==> config.mk <==
export PLATFORM = sky130hd
export DESIGN_NAME = keypress_irq_combiner
export DESIGN_NICKNAME = d
export VERILOG_FILES = /design/src/rtl/kirq_pkg.sv /design/src/rtl/kirq_polarity.sv /design/src/rtl/kirq_sync.sv /design/src/rtl/kirq_merge.sv /design/src/rtl/kirq_flag.sv /design/src/rtl/keypress_irq_combiner.sv
export SDC_FILE = /design/constraint.sdc
export NUM_CORES = 1
export LEC_CHECK = 0
export BUFFER_PORTS_ARGS = -buffer_cell sky130_fd_sc_hd__buf_2
export CORE_MARGIN = 3
export CORE_UTILIZATION = 47
export CTS_CLUSTER_SIZE = 12
export DETAILED_ROUTE_END_ITERATION = 7
export PLACE_DENSITY = 0.74
export SETUP_SLACK_MARGIN = 0.1
export SYNTH_ARGS = -nofsm -noshare
export SYNTH_HDL_FRONTEND = slang
export SYNTH_SLANG_ARGS = --single-unit
==> constraint.sdc <==
create_clock -name clk -period 2.7 [get_ports clk]
set_input_delay 0.675 -clock clk [delete_from_list [all_inputs] [get_ports clk]]
set_output_delay 0.675 -clock clk [all_outputs]
set_load 0.1 [all_outputs]
==> src/rtl/kirq_pkg.sv <==
package kirq_pkg;

   typedef enum logic {
      POL_FALL = 1'b0,
      POL_RISE = 1'b1
   } edge_pol_e;

   localparam int DEFAULT_KEYS   = 10;
   localparam int MIN_SYNC_DEPTH = 2;

endpackage

==> src/rtl/kirq_polarity.sv <==
module kirq_polarity
   import kirq_pkg::*;
#(
   parameter int NUM_KEYS = DEFAULT_KEYS
) (
   input  logic [NUM_KEYS-1:0] raw,
   input  edge_pol_e           pol,
   output logic [NUM_KEYS-1:0] active
);

   // Map every key to an active-high view so that reset value 0 means idle.
   always_comb begin
      if (pol == POL_RISE) active = raw;
      else                 active = ~raw;
   end

endmodule

==> src/rtl/kirq_sync.sv <==
module kirq_sync
   import kirq_pkg::*;
#(
   parameter int NUM_KEYS = DEFAULT_KEYS,
   parameter int STAGES   = MIN_SYNC_DEPTH
) (
   input  logic                clk,
   input  logic                rst_n,
   input  logic [NUM_KEYS-1:0] d,
   output logic [NUM_KEYS-1:0] q
);

   logic [NUM_KEYS-1:0] chain [STAGES];

   always_ff @(posedge clk or negedge rst_n) begin
      if (!rst_n) chain[0] <= '0;
      else        chain[0] <= d;
   end

   for (genvar s = 1; s < STAGES; s++) begin : g_stage
      always_ff @(posedge clk or negedge rst_n) begin
         if (!rst_n) chain[s] <= '0;
         else        chain[s] <= chain[s-1];
      end
   end

   assign q = chain[STAGES-1];

endmodule

==> src/rtl/kirq_merge.sv <==
module kirq_merge
   import kirq_pkg::*;
#(
   parameter int NUM_KEYS = DEFAULT_KEYS
) (
   input  logic [NUM_KEYS-1:0] active,
   input  logic [NUM_KEYS-1:0] enable,
   output logic                any_on
);

   assign any_on = |(active & enable);

endmodule

==> src/rtl/kirq_flag.sv <==
module kirq_flag (
   input  logic clk,
   input  logic rst_n,
   input  logic level,
   input  logic clr,
   output logic flag
);

   logic level_q;
   logic set_evt;

   assign set_evt = level & ~level_q;

   always_ff @(posedge clk or negedge rst_n) begin
      if (!rst_n) begin
         level_q <= 1'b0;
         flag    <= 1'b0;
      end else begin
         level_q <= level;
         if (set_evt)  flag <= 1'b1;
         else if (clr) flag <= 1'b0;
      end
   end

endmodule

==> src/rtl/keypress_irq_combiner.sv <==
module keypress_irq_combiner
   import kirq_pkg::*;
#(
   parameter int NUM_KEYS   = DEFAULT_KEYS,
   parameter int SYNC_DEPTH = MIN_SYNC_DEPTH
) (
   input  logic                clk,
   input  logic                rst_n,
   input  logic [NUM_KEYS-1:0] key_in,
   input  logic [NUM_KEYS-1:0] key_en,
   input  logic                edge_rising,
   input  logic                irq_ack,
   input  logic                sw_clear,
   output logic                key_irq,
   output logic                irq_req
);

   localparam int KEY_W = NUM_KEYS;

   if (NUM_KEYS < 1) begin : g_bad_keys
      $error("keypress_irq_combiner: NUM_KEYS must be at least 1");
   end
   if (SYNC_DEPTH < MIN_SYNC_DEPTH) begin : g_bad_depth
      $error("keypress_irq_combiner: SYNC_DEPTH below minimum");
   end

   edge_pol_e          pol;
   logic [KEY_W-1:0]   act_raw;
   logic [KEY_W-1:0]   act_sync;

   assign pol = edge_pol_e'(edge_rising);

   kirq_polarity #(.NUM_KEYS(KEY_W)) i_pol (
      .raw    (key_in),
      .pol    (pol),
      .active (act_raw)
   );

   kirq_sync #(.NUM_KEYS(KEY_W), .STAGES(SYNC_DEPTH)) i_sync (
      .clk   (clk),
      .rst_n (rst_n),
      .d     (act_raw),
      .q     (act_sync)
   );

   kirq_merge #(.NUM_KEYS(KEY_W)) i_merge (
      .active (act_sync),
      .enable (key_en),
      .any_on (key_irq)
   );

   kirq_flag i_flag (
      .clk   (clk),
      .rst_n (rst_n),
      .level (key_irq),
      .clr   (irq_ack | sw_clear),
      .flag  (irq_req)
   );

endmodule

==> results of run 1 <==
-- layer usage --
layer,up-vias,share of wire (%)
met5,-,0
met4,0,1.5
met3,2,14
met2,23,39
met1,172,45
li1,202,-
-- final timing paths --
kind	endpoint	slack, ns	start	depth (start not counted)
min reg2reg	i_sync.q[4]	0.36	i_sync.chain[14]	0
max reg2reg	i_flag.level_q	1.61	i_sync.q[1]	3
min	i_flag.level_q	0.32	rst_n	1
max	key_irq	0.38	key_en[1]	5
max in group asynchronous	i_sync.q[5]	2.07	rst_n	1
min in group clk	i_sync.q[4]	0.36	i_sync.chain[14]	0
-- power breakdown --
group,internal [W],switching [W]
registers,0.000362,0.00000926
clock network,0.0000517,0.0000812
logic,0.0000312,0.0000461
total,0.000445,0.000136
-- kinds of logic (layout without fill, tap and decap cells) --
kind of cell | Yosys count | in the layout | share of synthesized area, %
AND/OR/NAND/NOR | 3 | 3 | 1.91
flip-flops | 22 | 22 | 76.3
buffers and inverters | 1 | 29 | 1.04
AO/OA/AOI/OAI | 7 | 7 | 8.67
XOR/XNOR | 10 | 10 | 12.1
-- critical path, stage by stage --
cell      delay, ns
buf_2          0.10
a22o_1         0.20
a221oi_2       0.21
nand4_1        0.14
buf_2          0.32
-- cell usage in the layout, fill, tap and decap left out --
cell      Yosys  final
nand2_1       1      1
clkbuf_4      0      3
dfrtp_1      22     22
nor2_1        1      1
o211ai_1      1      1
a221oi_2      1      1
a31o_2        1      1
a22o_1        1      1
nand4_1       1      1
buf_2         0     26
xnor2_1      10     10
a22oi_1       3      3
-- flip-flops by register name, summed over array words and instances (netlist names) --
name	count
i_sync.q	10
i_sync.chain	10
i_flag.level_q	1
i_flag.flag	1
-- area by class of cell --
| cell class | instances | area, um2 | area share (%) |
|---|---|---|---|
| repair buffers | 26 | 130 | 14.7 |
| flip-flops and latches | 22 | 551 | 62.1 |
| well taps | 15 | 18.8 | 2.12 |
| multi-input cells | 20 | 164 | 18.5 |
| clock buffers | 3 | 22.5 | 2.54 |
-- stage by stage --
| step | hold slack (ns) | setup WS, ns |
|---|---|---|
| floorplan | 0.331 | 0.0177 |
| global placement | 0.334 | 0.394 |
| detailed placement | 0.335 | 0.389 |
| CTS | 0.334 | 0.392 |
| global route | 0.338 | 0.287 |
| finish | 0.320 | 0.380 |
==> impl_metrics.csv, run 1 <==
group,metric,value,unit
run_status,run_status,"completed",
global_route,grt_max_degree,23,
yosys,syn-cell-area,722,um2
timing,worstMarginPinSlew,0.488,ns
yosys,synth_nets,68,
routing,vias,399,
global_route,grt_pass1_vias,357,
routing,detail_route.wl_per_cell,10.9,um
finish,n_fill_cell,113,
placed_design,portBuffers,26,
yosys,syn_avg_cell_area,16.8,um2
critical_path,cp-end-kind,"output port",
placed_design,gp_congestion,0.659,
yosys,synth_edf_count,0,
routing,drc,0,
global_route,grt_util_met3,5.18,%
critical_path,startpoint_type,"primary input",
finish,fin_cells,86,
global_route,use_met1,13.4,%
clock_network,cts_tree,"built",
timing,maxSlewViolCount,0,
clock_network,cts_root_buf,"clkbuf_4",
placed_design,placed_cells_incl_taps,83,
yosys,synth_cells,43,
power,vdd_drop_max,0.418,mV
clock_network,post_cts_buffers,0,
yosys,ys_warn_count,0,
critical_path,worst_ep_required_time,2.03,ns
yosys,ys.flop_type,"dfrtp_1",
clock_network,clockBufferDepth,2,
floorplan,fp.dieH,45.2,um
yosys,synth_top_area_share,76.3,%
finish,final_cell_area,886,um2
routing,drtAntennaViolNets,0,
finish,nNetsFinal,98,
yosys,synthTopCellsByCount,"22 x dfrtp_1, 10 x xnor2_1, 3 x a22oi_1",
timing,rsz0062_at_grt,"false",
routing,initialDrtViolationCount,3,
routing,dr.pass1.iters,2,
floorplan,coreArea,0.00137,mm2
yosys,synth_top_cell_by_area,"dfrtp_1",
yosys,synth_seq_area_share,76.3,%
timing,fin_tns_setup,0,ns
job,drv_cap,0,
global_route,top_usage_layer,"met2",
power,p_leak,0.415,nW
finish,drive_gt1_share,43.7,%
floorplan,dieArea,0.00204,mm2
yosys,synth.most_common_cell,"dfrtp_1",
critical_path,critPathArrivalTime,1.65,ns
critical_path,critPathKind,"in2out",
clock_network,clk_latency,0.28,ns
clock_network,cts_htree_levels,1,
timing,slew_headroom,67.7,%
yosys,yosys_register_bits,22,
global_route,track_usage,10.2,%
placed_design,place_area,863,um2
yosys,ys_types,11,
power,powerDensity,656,mW/mm2
clock_network,path_clk_slew,0.10,ns
hold_path,holdCritPathClass,"in2async",
timing,hold_viol,0,
floorplan,ioPinCount,27,
timing,setup_viol,0,
yosys,async_flop_share,100,%
timing,fmax,431,MHz
power,fin_total_pwr,0.000581,W
timing,fin_crit,2.32,ns
global_route,use_met2,13.8,%
global_route,grt-ovfl-total,0,
routing,via_per_inst,4.64,
clock_network,cts_resized,0,
timing,finalClockSkew,0.00201,ns
floorplan,initial_core_util,52.8,%
clock_network,cts_buffers,3,
critical_path,crit_fanout,2,
global_route,grt_pass1_wl,1420,um
finish,final_core_util,64.8,%
finish,num_antenna_cells,0,
yosys,ys_top_cells_by_area,"dfrtp_1 76%, xnor2_1 12%, a22oi_1 3.1%",
floorplan,die_width,45.2,um
clock_network,hold_buffers,0,
floorplan,num_rows,13,
timing,fin_crit_sh,85.9,%
clock_network,clkSinkCount,22,
global_route,grt_antenna_before_repair,0,
finish,area_delta_synth_final,22.7,%
routing,wl,937,um
(Power assumes the default switching activity.)
==> inputs of run 2 (changes only) <==
Settings changed: CORE_UTILIZATION 47 to 45, PLACE_DENSITY 0.74 to 0.71.
Clock period 2.7 ns to 2.6 ns, I/O delays scaled along.
==> run 2 against run 1 <==
Global-route usage up 0.72 points. Total power rose by 23%. Via count shrank 1.0%. Cell area is 3.4% higher. Worst setup slack lost 0.052 ns. Wire length up 3.1%. Register-to-register slack lost 0.12 ns. Combinational power increased by 4.1%. Worst hold slack got worse by 0.051 ns. Critical endpoint unchanged.
==> impl_metrics.csv, run 2 (same netlist as run 1, synthesis figures left out) <==
group,metric,value,unit
floorplan,num_rows,13,
clock_network,hold_buffers,0,
clock_network,clockBufferDepth,2,
power,fin_total_pwr,0.000718,W
power,p_leak,0.429,nW
power,vdd_drop_max,0.433,mV
placed_design,place_area,863,um2
floorplan,initial_core_util,51.6,%
critical_path,critPathKind,"in2out",
floorplan,ioPinCount,27,
global_route,track_usage,10.9,%
critical_path,cp_cell_sequence,"buf_2, a22o_1, a221oi_2, nand4_1, buf_2",
routing,drtAntennaViolNets,0,
routing,initialDrtViolationCount,2,
finish,area_delta_synth_final,26.9,%
finish,nNetsFinal,98,
critical_path,critPathBufInv,2,
clock_network,clkSinkCount,22,
finish,drive_gt1_share,44.4,%
clock_network,path_clk_slew,0.12,ns
finish,layout_common_cells,"26 x buf_2, 22 x dfrtp_1, 10 x xnor2_1",
critical_path,rrSetupSlack,1.49,ns
placed_design,gp_congestion,0.600,
critical_path,critPathArrivalTime,1.62,ns
critical_path,crit_fanout,2,
timing,setup_viol,0,
placed_design,placed_cells_incl_taps,83,
power,powerDensity,783,mW/mm2
timing,hold_viol,0,
timing,fin_crit,2.27,ns
floorplan,fp.dieH,46.1,um
clock_network,cts_root_buf,"clkbuf_4",
global_route,grt-ovfl-total,0,
routing,drc,0,
critical_path,worst_ep_required_time,1.95,ns
routing,dr.pass1.iters,2,
timing,maxSlewViolCount,0,
critical_path,path_common_cell,"buf_2",
global_route,grt_pass1_vias,362,
finish,final_cell_area,916,um2
finish,num_antenna_cells,0,
hold_path,holdCritPathClass,"in2async",
timing,slew_headroom,67.9,%
timing,worstMarginPinSlew,0.485,ns
clock_network,post_cts_buffers,0,
routing,wl,966,um
run_status,run_status,"completed",
timing,rsz0062_at_grt,"false",
floorplan,die_width,46.1,um
global_route,grt_max_degree,23,
floorplan,coreArea,0.00140,mm2
routing,vias,395,
clock_network,cts_resized,0,
floorplan,dieArea,0.00212,mm2
critical_path,startpoint_type,"primary input",
clock_network,clk_latency,0.30,ns
clock_network,cts_buffers,3,
timing,finalClockSkew,0.0157,ns
global_route,grt_antenna_before_repair,0,
finish,final_core_util,65.5,%
critical_path,cp-end-kind,"output port",
global_route,grt_pass1_wl,1550,um
timing,fin_crit_sh,87.4,%
clock_network,cts_tree,"built",
critical_path,critical-path-slowest-cell,"buf_2",
job,drv_cap,0,
critical_path,worst_path_largest_cell_delay,0.32,ns
routing,via_per_inst,4.54,
timing,fmax,440,MHz
finish,fin_cells,87,
critical_path,critPathTopFamily,"compound AO/OA/AOI/OAI gates",
routing,detail_route.wl_per_cell,11.1,um
timing,whs,0.269,ns
placed_design,portBuffers,26,
clock_network,cts_htree_levels,1,
finish,layout_commonest_cell,"buf_2",
run 2: final timing paths:
kind,from,end,cells after the start
max in group asynchronous,rst_n,i_sync.q[6],1
min in group clk,i_sync.chain[19],i_sync.q[9],0
setup reg to reg,i_sync.q[1],i_flag.level_q,3
hold reg to reg,i_sync.chain[19],i_sync.q[9],0
hold / removal,rst_n,i_flag.flag,1
setup / recovery,key_en[1],key_irq,5
run 2: power by group:
group	internal [W]	switching, W
Sequential	0.000376	0.0000100
Combinational	0.0000324	0.0000480
Clock	0.000156	0.0000956
Total	0.000564	0.000154
run 2: layer usage:
metal	GRT usage (%)	routed length (um)
met4	5.11	0
met2	16.2	399
met5	0	0
met1	13.5	412
met3	5.08	154
run 2: cell type report:
type	count	area, um2
clock buffers	3	22.5
fillers	106	483
multi-input cells	20	164
repair buffers	26	130
flip-flops and latches	22	551
clock inverters	1	30.0
well taps	15	18.8
run 2: through the flow:
| step | setup WS (ns) | TNS (ns) |
|---|---|---|
| finish | 0.328 | 0 |
| global placement | 0.348 | 0 |
| floorplan | -0.0323 | -0.0323 |
| CTS | 0.309 | 0 |
| global route | 0.240 | 0 |
| detailed placement | 0.314 | 0 |
